==> config.mk <==
export PLATFORM = sky130hd
export DESIGN_NAME = vid_sync_gen
export DESIGN_NICKNAME = d
export VERILOG_FILES = /design/src/rtl/vsg_pkg.sv /design/src/rtl/vsg_raster.sv /design/src/rtl/vsg_window.sv /design/src/rtl/vsg_launch.sv /design/src/rtl/vid_sync_gen.sv
export SDC_FILE = /design/constraint.sdc
export NUM_CORES = 1
export LEC_CHECK = 0
export BUFFER_PORTS_ARGS = -buffer_cell sky130_fd_sc_hd__buf_2
export CAP_MARGIN = 20
export CORE_MARGIN = 3
export CORE_UTILIZATION = 45
export CTS_CLUSTER_SIZE = 24
export DETAILED_ROUTE_END_ITERATION = 7
export HOLD_SLACK_MARGIN = 0.12
export PLACE_DENSITY = 0.78
export SLEW_MARGIN = 25
export SYNTH_ARGS = -nofsm -noshare
export SYNTH_HDL_FRONTEND = slang
export SYNTH_SLANG_ARGS = --single-unit
export TNS_END_PERCENT = 20
==> constraint.sdc <==
create_clock -name clk -period 5.4 [get_ports clk]
set_clock_uncertainty 0.1 [all_clocks]
set_input_delay 0.54 -clock clk [delete_from_list [all_inputs] [get_ports clk]]
set_output_delay 0.54 -clock clk [all_outputs]
set_load 0.05 [all_outputs]
==> src/rtl/vsg_pkg.sv <==
package vsg_pkg;
  localparam int CNT_W  = 16;
  localparam int DLEN_W = 3;

  typedef enum logic [DLEN_W-1:0] {
    DL8  = 3'd0, DL10 = 3'd1, DL12 = 3'd2, DL14 = 3'd3,
    DL16 = 3'd4, DL18 = 3'd5, DL20 = 3'd6, DL24 = 3'd7
  } dlen_e;

  typedef enum logic {
    DEN_WINDOW = 1'b0,
    DEN_PULSE  = 1'b1
  } den_mode_e;

  typedef struct packed {
    logic hsync;
    logic vsync;
    logic den;
  } port_sig_t;

  function automatic den_mode_e pick_den_mode(input logic blank,
                                              input logic [DLEN_W-1:0] code);
    den_mode_e m;
    m = DEN_PULSE;
    if (blank && (code == DL8 || code == DL10 || code == DL16)) m = DEN_WINDOW;
    return m;
  endfunction
endpackage

==> src/rtl/vsg_raster.sv <==
module vsg_raster #(
  parameter int CW = 16
) (
  input  logic          clk,
  input  logic          rst_n,
  input  logic          run_i,
  input  logic [CW-1:0] h_period_i,
  input  logic [CW-1:0] v_period_i,
  output logic [CW-1:0] h_cnt_o,
  output logic [CW-1:0] v_cnt_o,
  output logic          frame_end_o
);
  logic [CW-1:0] h_q, h_d, v_q, v_d;
  logic          line_last, frame_last;

  always_comb begin
    line_last  = (h_q >= (h_period_i - 1'b1));
    frame_last = line_last && (v_q >= (v_period_i - 1'b1));
    h_d = h_q;
    v_d = v_q;
    if (!run_i) begin
      h_d = '0;
      v_d = '0;
    end else if (line_last) begin
      h_d = '0;
      v_d = frame_last ? '0 : v_q + 1'b1;
    end else begin
      h_d = h_q + 1'b1;
    end
  end

  always_ff @(posedge clk or negedge rst_n) begin
    if (!rst_n) begin
      h_q <= '0;
      v_q <= '0;
    end else begin
      h_q <= h_d;
      v_q <= v_d;
    end
  end

  assign h_cnt_o     = h_q;
  assign v_cnt_o     = v_q;
  assign frame_end_o = run_i && frame_last;


  h_step_chk: assert property (@(posedge clk) disable iff (!rst_n)
    (run_i && $past(run_i) && h_q != '0) |-> (h_q == $past(h_q) + 1'b1));
endmodule

==> src/rtl/vsg_window.sv <==
module vsg_window
  import vsg_pkg::*;
#(
  parameter int CW = 16
) (
  input  logic          clk,
  input  logic          rst_n,
  input  logic          run_i,
  input  den_mode_e     mode_i,
  input  logic [CW-1:0] h_cnt_i,
  input  logic [CW-1:0] v_cnt_i,
  input  logic [CW-1:0] h_delay_i,
  input  logic [CW-1:0] h_active_i,
  input  logic [CW-1:0] hs_width_i,
  input  logic [CW-1:0] v_delay_i,
  input  logic [CW-1:0] v_active_i,
  input  logic [CW-1:0] vs_width_i,
  output port_sig_t     raw_o,
  output logic          pix_o
);
  localparam int EW = CW + 1;

  logic [EW-1:0] h_end, v_end;
  logic          h_in, v_in, start_hit, pulse;
  logic [CW-1:0] left_q, left_d;

  always_comb begin
    h_end = {1'b0, h_delay_i} + {1'b0, h_active_i};
    v_end = {1'b0, v_delay_i} + {1'b0, v_active_i};
    h_in  = (h_cnt_i >= h_delay_i) && ({1'b0, h_cnt_i} < h_end);
    v_in  = (v_cnt_i >= v_delay_i) && ({1'b0, v_cnt_i} < v_end);
    start_hit = run_i && v_in && (h_cnt_i == h_delay_i) && (h_active_i != '0);
  end

  // pulse-mode length counter: loads at the line's first active column
  always_comb begin
    left_d = left_q;
    pulse  = 1'b0;
    if (!run_i) begin
      left_d = '0;
    end else if (start_hit) begin
      left_d = h_active_i - 1'b1;
      pulse  = 1'b1;
    end else if (left_q != '0) begin
      left_d = left_q - 1'b1;
      pulse  = 1'b1;
    end
  end

  always_ff @(posedge clk or negedge rst_n) begin
    if (!rst_n) left_q <= '0;
    else        left_q <= left_d;
  end

  always_comb begin
    pix_o       = run_i && h_in && v_in;
    raw_o.hsync = run_i && (h_cnt_i < hs_width_i);
    raw_o.vsync = run_i && (v_cnt_i < vs_width_i);
    raw_o.den   = (mode_i == DEN_WINDOW) ? pix_o : pulse;
  end


  den_len_chk: assert property (@(posedge clk) disable iff (!rst_n || !run_i)
    (left_q == '0) || (left_q < h_active_i));
endmodule

==> src/rtl/vsg_launch.sv <==
module vsg_launch
  import vsg_pkg::*;
(
  input  logic      clk,
  input  logic      rst_n,
  input  logic      run_i,
  input  logic      late_i,
  input  logic      spol_i,
  input  port_sig_t raw_i,
  input  logic      pix_i,
  input  logic      fend_i,
  output port_sig_t port_o,
  output logic      pix_o,
  output logic      fdone_o
);
  port_sig_t s1_q, s1_d, s2_q;
  logic      late_q, pix_q, fd_q;

  always_comb begin
    s1_d.hsync = raw_i.hsync ^ spol_i;
    s1_d.vsync = raw_i.vsync ^ spol_i;
    s1_d.den   = raw_i.den;
  end

  always_ff @(posedge clk or negedge rst_n) begin
    if (!rst_n) begin
      s1_q   <= '0;
      s2_q   <= '0;
      late_q <= 1'b0;
      pix_q  <= 1'b0;
      fd_q   <= 1'b0;
    end else begin
      s1_q   <= s1_d;
      s2_q   <= s1_q;
      late_q <= late_i;
      pix_q  <= pix_i;
      fd_q   <= fend_i;
    end
  end

  assign port_o  = late_q ? s2_q : s1_q;
  assign pix_o   = pix_q;
  assign fdone_o = fd_q;


  den_idle_chk: assert property (@(posedge clk) disable iff (!rst_n)
    !$past(run_i) |-> !s1_q.den);


  hsync_idle_chk: assert property (@(posedge clk) disable iff (!rst_n)
    !$past(run_i) |-> (s1_q.hsync == $past(spol_i)));
endmodule

==> src/rtl/vid_sync_gen.sv <==
module vid_sync_gen
  import vsg_pkg::*;
(
  input  logic              clk,
  input  logic              rst_n,
  input  logic              enable,
  input  logic [CNT_W-1:0]  h_delay,
  input  logic [CNT_W-1:0]  h_active,
  input  logic [CNT_W-1:0]  h_period,
  input  logic [CNT_W-1:0]  hs_width,
  input  logic [CNT_W-1:0]  v_delay,
  input  logic [CNT_W-1:0]  v_active,
  input  logic [CNT_W-1:0]  v_period,
  input  logic [CNT_W-1:0]  vs_width,
  input  logic              blank_en,
  input  logic [DLEN_W-1:0] dlen_code,
  input  logic              late_launch,
  input  logic              sync_pol,
  output logic              hsync_o,
  output logic              vsync_o,
  output logic              den_o,
  output logic              pix_req_o,
  output logic              frame_done_o
);
  logic [CNT_W-1:0] h_cnt, v_cnt;
  logic             fend, pix_raw;
  den_mode_e        mode;
  port_sig_t        raw, port;

  assign mode = pick_den_mode(blank_en, dlen_code);

  vsg_raster #(.CW(CNT_W)) u_raster (
    .clk        (clk),
    .rst_n      (rst_n),
    .run_i      (enable),
    .h_period_i (h_period),
    .v_period_i (v_period),
    .h_cnt_o    (h_cnt),
    .v_cnt_o    (v_cnt),
    .frame_end_o(fend)
  );

  vsg_window #(.CW(CNT_W)) u_window (
    .clk        (clk),
    .rst_n      (rst_n),
    .run_i      (enable),
    .mode_i     (mode),
    .h_cnt_i    (h_cnt),
    .v_cnt_i    (v_cnt),
    .h_delay_i  (h_delay),
    .h_active_i (h_active),
    .hs_width_i (hs_width),
    .v_delay_i  (v_delay),
    .v_active_i (v_active),
    .vs_width_i (vs_width),
    .raw_o      (raw),
    .pix_o      (pix_raw)
  );

  vsg_launch u_launch (
    .clk     (clk),
    .rst_n   (rst_n),
    .run_i   (enable),
    .late_i  (late_launch),
    .spol_i  (sync_pol),
    .raw_i   (raw),
    .pix_i   (pix_raw),
    .fend_i  (fend),
    .port_o  (port),
    .pix_o   (pix_req_o),
    .fdone_o (frame_done_o)
  );

  assign hsync_o = port.hsync;
  assign vsync_o = port.vsync;
  assign den_o   = port.den;


  frame_wrap_chk: assert property (@(posedge clk) disable iff (!rst_n)
    frame_done_o |-> (h_cnt == '0 && v_cnt == '0));
endmodule

-- After elaboration in Yosys (flattened, before gate mapping)
Index checks and enable logic that the tools add are counted.
- $add $sub $neg: 8
- $mul: 0
- divide/modulo/power cells: 0
- magnitude comparators: 8
- equal/unequal tests: 5
- shift operators: 0
- muxes and demuxes: 13
- bitwise logic cells: 2
- reduce and logical (&&, ||, !) cells: 17
- operators with widths (operator ; count):
    $mux W16 ; 8
    $ge A16 B16 Y1 ; 4
    $sub A16 B1 Y16 const B ; 4
    $add A16 B16 Y17 ; 2
    $lt A16 B17 Y1 ; 2
    $add A16 B1 Y16 const B ; 2
    $lt A16 B16 Y1 ; 2
    $reduce_bool A16 Y1 ; 2
    $eq A16 B16 Y1 ; 1
    $logic_and A1 B1 Y1 ; 12
    $mux W1 ; 4
    $eq A3 B1 Y1 const B ; 1
    $eq A3 B3 Y1 const B ; 1
    $logic_not A3 Y1 ; 1
    $mux W3 ; 1
    $ne A3 B1 Y1 const B ; 1
    $logic_or A1 B1 Y1 ; 2
    $ne A2 B1 Y1 const B ; 1
    $xor A1 B1 Y1 ; 2
- register bits: 57
- latch bits: 0
- memory bits (writable): 0
- ROM bits: 0
- input bits: 137
- output and inout port bits: 5
- logic and storage cells: 65
- memories: 0

-- Depth between registers and ports, before layout
- word-level depth: 9
- mapped depth: 25
- gate-level depth less buffers: 24

-- By module
Synthesis repeated with hierarchy kept, for this count alone.
- cells, all modules: 944
- area total of the unflattened synthesis: 7882.6 sq um
- by module, submodules not included (module ; times used ; cells an instance ; area each (sq um) ; seq. area each (sq um)):
    vsg_window ; 1 ; 596 ; 4742.0 ; 400.4
    vsg_raster ; 1 ; 332 ; 2852.7 ; 800.8
    vsg_launch ; 1 ; 14 ; 276.5 ; 225.2
    vid_sync_gen ; 1 ; 2 ; 11.3 ; 0.0

-- Worst setup path before layout
OpenSTA, ideal clock, no wires.
- path type: in2reg
- start: input port v_delay[0]
- end: register u_window.left_q[12]
- setup time: 0.127 ns
- data arrival time: 5.397 ns
- data required time: 5.173 ns
- setup slack: -0.225 ns
- cell stages on the path: 24
- buffers on the path: 1
- path through: ha_1 fa_1 a211oi_1 o21bai_1 a21oi_1 o21bai_1 a21oi_1 xor2_1 ha_1 and4_1 a221o_1 a31oi_1 a41oi_1 o31a_1 a211o_2 buf_6 mux2i_1 ha_1 nand2_1 or2_2 nor4_1 nor2b_1 xnor2_1 o21ai_0
- cells in the longest elaborated chain, start to end: 8
- elaborated cells on any way between the ends: 10
- those cells by class: add/sub (1); order compare (2); eq/ne (1); mux (2); reduce/logical (4)
- RTL lines (what ; line ; RTL):
    start: declaration ; vid_sync_gen.sv:11 ; input logic [CNT_W-1:0] v_delay,
    $add A16 B16 Y17 ; vsg_window.sv:29 ; v_end = {1'b0, v_delay_i} + {1'b0, v_active_i};
    $lt A16 B17 Y1 ; vsg_window.sv:31 ; v_in = (v_cnt_i >= v_delay_i) && ({1'b0, v_cnt_i} < v_end);
    $logic_and A1 B1 Y1 * ; vsg_window.sv:31 ;
    $logic_and A1 B1 Y1 * (3 in series) ; vsg_window.sv:32 ; start_hit = run_i && v_in && (h_cnt_i == h_delay_i) && (h_active_i != '0);
    $mux W16 ; vsg_window.sv:41 ; end else if (start_hit) begin
    $mux W16 ; vsg_window.sv:39 ; if (!run_i) begin
    end signal: assignment ; vsg_window.sv:52 ; else left_q <= left_d;
    end: declaration ; vsg_window.sv:25 ; logic [CW-1:0] left_q, left_d;
Every way passes the cells marked *; elsewhere a longest branch is shown, timed or not.
A chain may end at the register's enable or synchronous reset.

-- Final worst setup path
Ends and elaborated chain as after synthesis.

==> out/results.md <==
| Quantity | Reported | Unit |
|:---|:---|:---|
| Pwr per Cell Area | 162 | nW/um^2 |
| Max-Cap Viols | 0 | - |
| Startpoint of the worst setup timing path | v_delay[0] | - |
| Required time reported for the critical path endpoint | 5.50 | ns |
| Post-synthesis share of cell area spent on xor and xnor gates | 0.102 | - |
| Initial antenna violation count | 0 | - |
| CTS buffer count | 9 | - |
| DRC violations left | 0 | - |
| Mux cell area share after synthesis | 0.0111 | - |
| Setup_tns | 0 | ns |
| Number of cell instances on the worst register-to-register path | 18 | - |
| Antenna Nets Post-Route | 0 | - |
| Leak Pwr | 4.80 | nW |
| Least-Margin Pin Slew | 0.985 | ns |
| Flip-flop and latch count after synthesis | 57 | - |
| Data arrival time of the worst path | 5.48 | ns |
| Count of inserted antenna diode cells | 0 | - |
| Global-route congestion overflow total | 0 | - |
| Rows | 47 | - |
| Cell count after placement | 1,324 | - |
| Top cells by area, synth | sky130_fd_sc_hd__ha_1, sky130_fd_sc_hd__dfrtp_1, sky130_fd_sc_hd__xnor2_1 | - |
| Core region area | 16,700 | sq um |
| Async S/R FF share, synth | 1.00 | - |
| Synthesized-area fraction occupied by and/or/nand/nor cells | 0.215 | - |
| Overall die area | 18,800 | sq um |
| RSZ-0062 raised after global routing | true | - |
| Most numerous cell types in the synthesized netlist | sky130_fd_sc_hd__ha_1, sky130_fd_sc_hd__nor2_1, sky130_fd_sc_hd__inv_1 | - |
| Max frequency | 0.186 | GHz |
| Number of different library cells in the post-synthesis netlist | 64 | - |
| Count of endpoints failing setup in the final report | 0 | - |
| Sink count of the clock tree | 57 | - |
| Category of the worst setup path capture point | register | - |
| Minimum clock period after layout | 5.38 | ns |
| Class of the tightest hold or removal check | input port to register | - |
| Root buf cell | sky130_fd_sc_hd__clkbuf_16 | - |
| Post-route cell area | 9300 | sq um |
| TritonCTS clock tree | built | - |
| Overall die height | 137 | microns |
| Initial core utilization | 0.464 | - |
| Clock transition at the registers of the reported paths | 0.05 | ns |
| Maximum VDD drop | 0.107 | mV |
| Synthesis-to-layout area growth | 19.9 | % |
| Net total in the final layout | 1,419 | - |
| Fin. max-slew vios | 0 | - |
| Post-synthesis average cell area | 8.12 | sq um |
| Placed standard-cell area | 8860 | sq um |
| Critical register-to-register path endpoint | u_window.left_q[12] | - |
| Routed wirelength normalized by instance count | 15.4 | microns |
| Total GRT Usage | 0.217 | - |
| Cell count after synthesis | 955 | - |
| Layout cell share with drive strength beyond 1 | 0.187 | - |
| Clk buf depth | 2 | - |
| Largest fanout of any net on the critical path | 3 | - |
| Cell with the most instances after synthesis | sky130_fd_sc_hd__ha_1 | - |
| # hold bufs at CTS | 0 | - |
| Worst reg2reg setup slack | 1.23 | ns |
| Biggest area consumer among synthesized cells | sky130_fd_sc_hd__ha_1 | - |
| Iter 0 DRT Violations | 417 | - |
| Cell area after synthesis | 7750 | sq um |
| Final core utilization | 0.557 | - |
| Io pins | 142 | - |
| Via-to-Cell Ratio | 5.59 | - |
| DRT Wirelength | 20,800 | microns |
| Count of yosys warnings during synthesis | 0 | - |
| Count of vias placed by the detailed router | 7,515 | - |
| Syn nets | 1,255 | - |
| Global-route wire length before repair | 33,300 | microns |
| Main flop type after synthesis | sky130_fd_sc_hd__dfrtp_1 | - |
| Pin count of the biggest net entering global routing | 58 | - |
| Number of H-tree levels | 3 | - |
| Input/output buffers | 141 | - |
| Final worst path period share | 0.996 | - |
| Drt first pass iters | 4 | - |
| Filler-free cell count of the finished design | 1,344 | - |
| Crit Path Category | input port to register | - |
| Part of the Yosys area used for sequential elements | 0.184 | - |
| Post-synthesis share of cell area spent on full adders, half adders and majority gates | 0.265 | - |
| Post-detailed-placement half-perimeter wirelength | 17,000 | microns |
| Worst flop-to-flop path startpoint | u_raster.v_cnt_o[7] | - |
| Width of the die | 137 | microns |
| Number of global-route vias before repair | 7,045 | - |
| Setup crit start kind | input port | - |
| Worst-Skew Late Latency | 0.33 | ns |
| EDFF count, synth | 0 | - |
| Combinational family with the most area after synthesis | adder cells | - |
| Critical path destination | u_window.left_q[12] | - |
| Fraction of post-synthesis cell area in the top cell type by area | 0.260 | - |
| Max-slew headroom at the worst pin | 0.344 | - |
| Hold path start | late_launch | - |
| GPL Wtd Cong | 0.905 | - |
| Result of the run | finished clean | - |
| Compound-Gate Fraction of Synth Area | 0.178 | - |
| Final hold violations | 0 | - |
-- layout make-up --
type                            count  area (sq um)
Fill cell                        1534          7400
Multi-Input combinational cell    809          6100
Sequential cell                    57          1430
Timing Repair Buffer              164           878
Inverter                           78           293
Tap cell                          220           275
Clock buffer                       11           253
Clock inverter                      5          77.6
-- placed cells by master (no fill, tap or decap), types with 7 or more instances in the layout --
cell	netlist	layout
sky130_fd_sc_hd__a21oi_1	66	65
sky130_fd_sc_hd__xor2_1	39	39
sky130_fd_sc_hd__buf_2	1	141
sky130_fd_sc_hd__a211o_1	7	7
sky130_fd_sc_hd__nand2_1	75	74
sky130_fd_sc_hd__o21ai_0	53	51
sky130_fd_sc_hd__nand3_1	29	29
sky130_fd_sc_hd__nor2_1	79	79
sky130_fd_sc_hd__and2_1	8	8
sky130_fd_sc_hd__nor2b_1	11	10
sky130_fd_sc_hd__or3_1	11	11
sky130_fd_sc_hd__ha_1	161	159
sky130_fd_sc_hd__nand2b_1	10	10
sky130_fd_sc_hd__nor3_1	33	33
sky130_fd_sc_hd__nand4_1	11	11
sky130_fd_sc_hd__a21o_1	16	16
sky130_fd_sc_hd__buf_4	2	23
sky130_fd_sc_hd__o21a_1	12	12
sky130_fd_sc_hd__or4_1	9	9
sky130_fd_sc_hd__xnor2_1	51	50
sky130_fd_sc_hd__nor4_1	14	12
sky130_fd_sc_hd__inv_1	78	78
sky130_fd_sc_hd__clkbuf_16	0	9
sky130_fd_sc_hd__nand3b_1	12	12
sky130_fd_sc_hd__and3_1	9	9
sky130_fd_sc_hd__dfrtp_1	57	57
-- cell families (layout without fill, tap and decap cells) --
family,count (synthesis),count (layout)
AOI/OAI and AO/OA,217,217
xor gates and xnor gates,90,90
adders and majority gates,163,163
buffers and inverters,89,258
DFF,57,57
muxes,8,8
and+or+nand+nor,331,331
-- what timing repair did --
action                                  CTS  global route
pin swaps                                 9            18
gates resized for setup                   5            12
gates cloned                              0             0
endpoints found under the setup margin    1             5
setup buffers                             3             1
-- stage by stage --
step / worst slack [ns] / total power [mW] / hold slack (ns)
global route: -0.227 / 1.59 / 0.226
CTS: 0.0331 / 1.51 / 0.218
floorplan: 0.0439 / 0.715 / 0.144
global placement: -0.209 / 0.861 / 0.260
detailed placement: -0.313 / 0.872 / 0.267
finish: 0.0231 / 1.51 / 0.228
-- power by group --
group          leakage, nW  internal, mW  switching [mW]
logic                 3.86         0.199           0.238
clock network        0.162         0.427           0.201
registers            0.783         0.433         0.00623
-- flip-flops by register name, indices dropped and copies added, names as in the netlist --
| signal | count |
|---|---|
| u_launch.fdone_o | 1 |
| u_launch.late_q | 1 |
| u_launch.pix_o | 1 |
| u_launch.s1_q | 3 |
| u_launch.s2_q | 3 |
| u_raster.h_cnt_o | 16 |
| u_raster.v_cnt_o | 16 |
| u_window.left_q | 16 |
-- critical path, cell delays in order --
cell and delay [ns]:
sky130_fd_sc_hd__buf_2 0.12, sky130_fd_sc_hd__ha_4 0.16, sky130_fd_sc_hd__fa_2 0.40, sky130_fd_sc_hd__a211oi_4 0.25
sky130_fd_sc_hd__o21bai_1 0.12, sky130_fd_sc_hd__a21oi_2 0.16, sky130_fd_sc_hd__o21bai_1 0.07, sky130_fd_sc_hd__a21oi_1 0.17
sky130_fd_sc_hd__xor2_1 0.17, sky130_fd_sc_hd__ha_1 0.26, sky130_fd_sc_hd__buf_4 0.14, sky130_fd_sc_hd__a221o_1 0.33
sky130_fd_sc_hd__a31oi_1 0.17, sky130_fd_sc_hd__a41oi_2 0.14, sky130_fd_sc_hd__o31a_1 0.30, sky130_fd_sc_hd__a211o_4 0.38
sky130_fd_sc_hd__mux2i_2 0.22, sky130_fd_sc_hd__ha_2 0.22, sky130_fd_sc_hd__buf_4 0.12, sky130_fd_sc_hd__nand3b_1 0.13
sky130_fd_sc_hd__nor4_4 0.31, sky130_fd_sc_hd__buf_4 0.18, sky130_fd_sc_hd__nand2_1 0.06, sky130_fd_sc_hd__xor2_1 0.15
sky130_fd_sc_hd__nor2_1 0.05, sky130_fd_sc_hd__nand2_1 0.09, sky130_fd_sc_hd__o21ai_0 0.07
-- routing by layer --
metal  vias up  routed length (microns)  GRT usage
met3        39                      904     0.0212
met4         0                      571     0.0809
met2       179                     9420      0.348
met1      3499                     9860      0.303
li1       3798                        -          -
met5         -                        0          0
-- worst min path at each step --
stage / endpoint / slack [ns] / cells past startpoint
2_1_floorplan: u_launch.fdone_o / 0.14 / 0
3_3_place_gp: u_launch.s2_q[2] / 0.26 / 0
3_5_place_dp: u_launch.s2_q[0] / 0.27 / 0
4_1_cts: u_launch.late_q / 0.22 / 1
5_1_grt: u_launch.late_q / 0.23 / 1
6_report: u_launch.late_q / 0.23 / 1
Note: power is estimated with default switching activity, not from simulation.
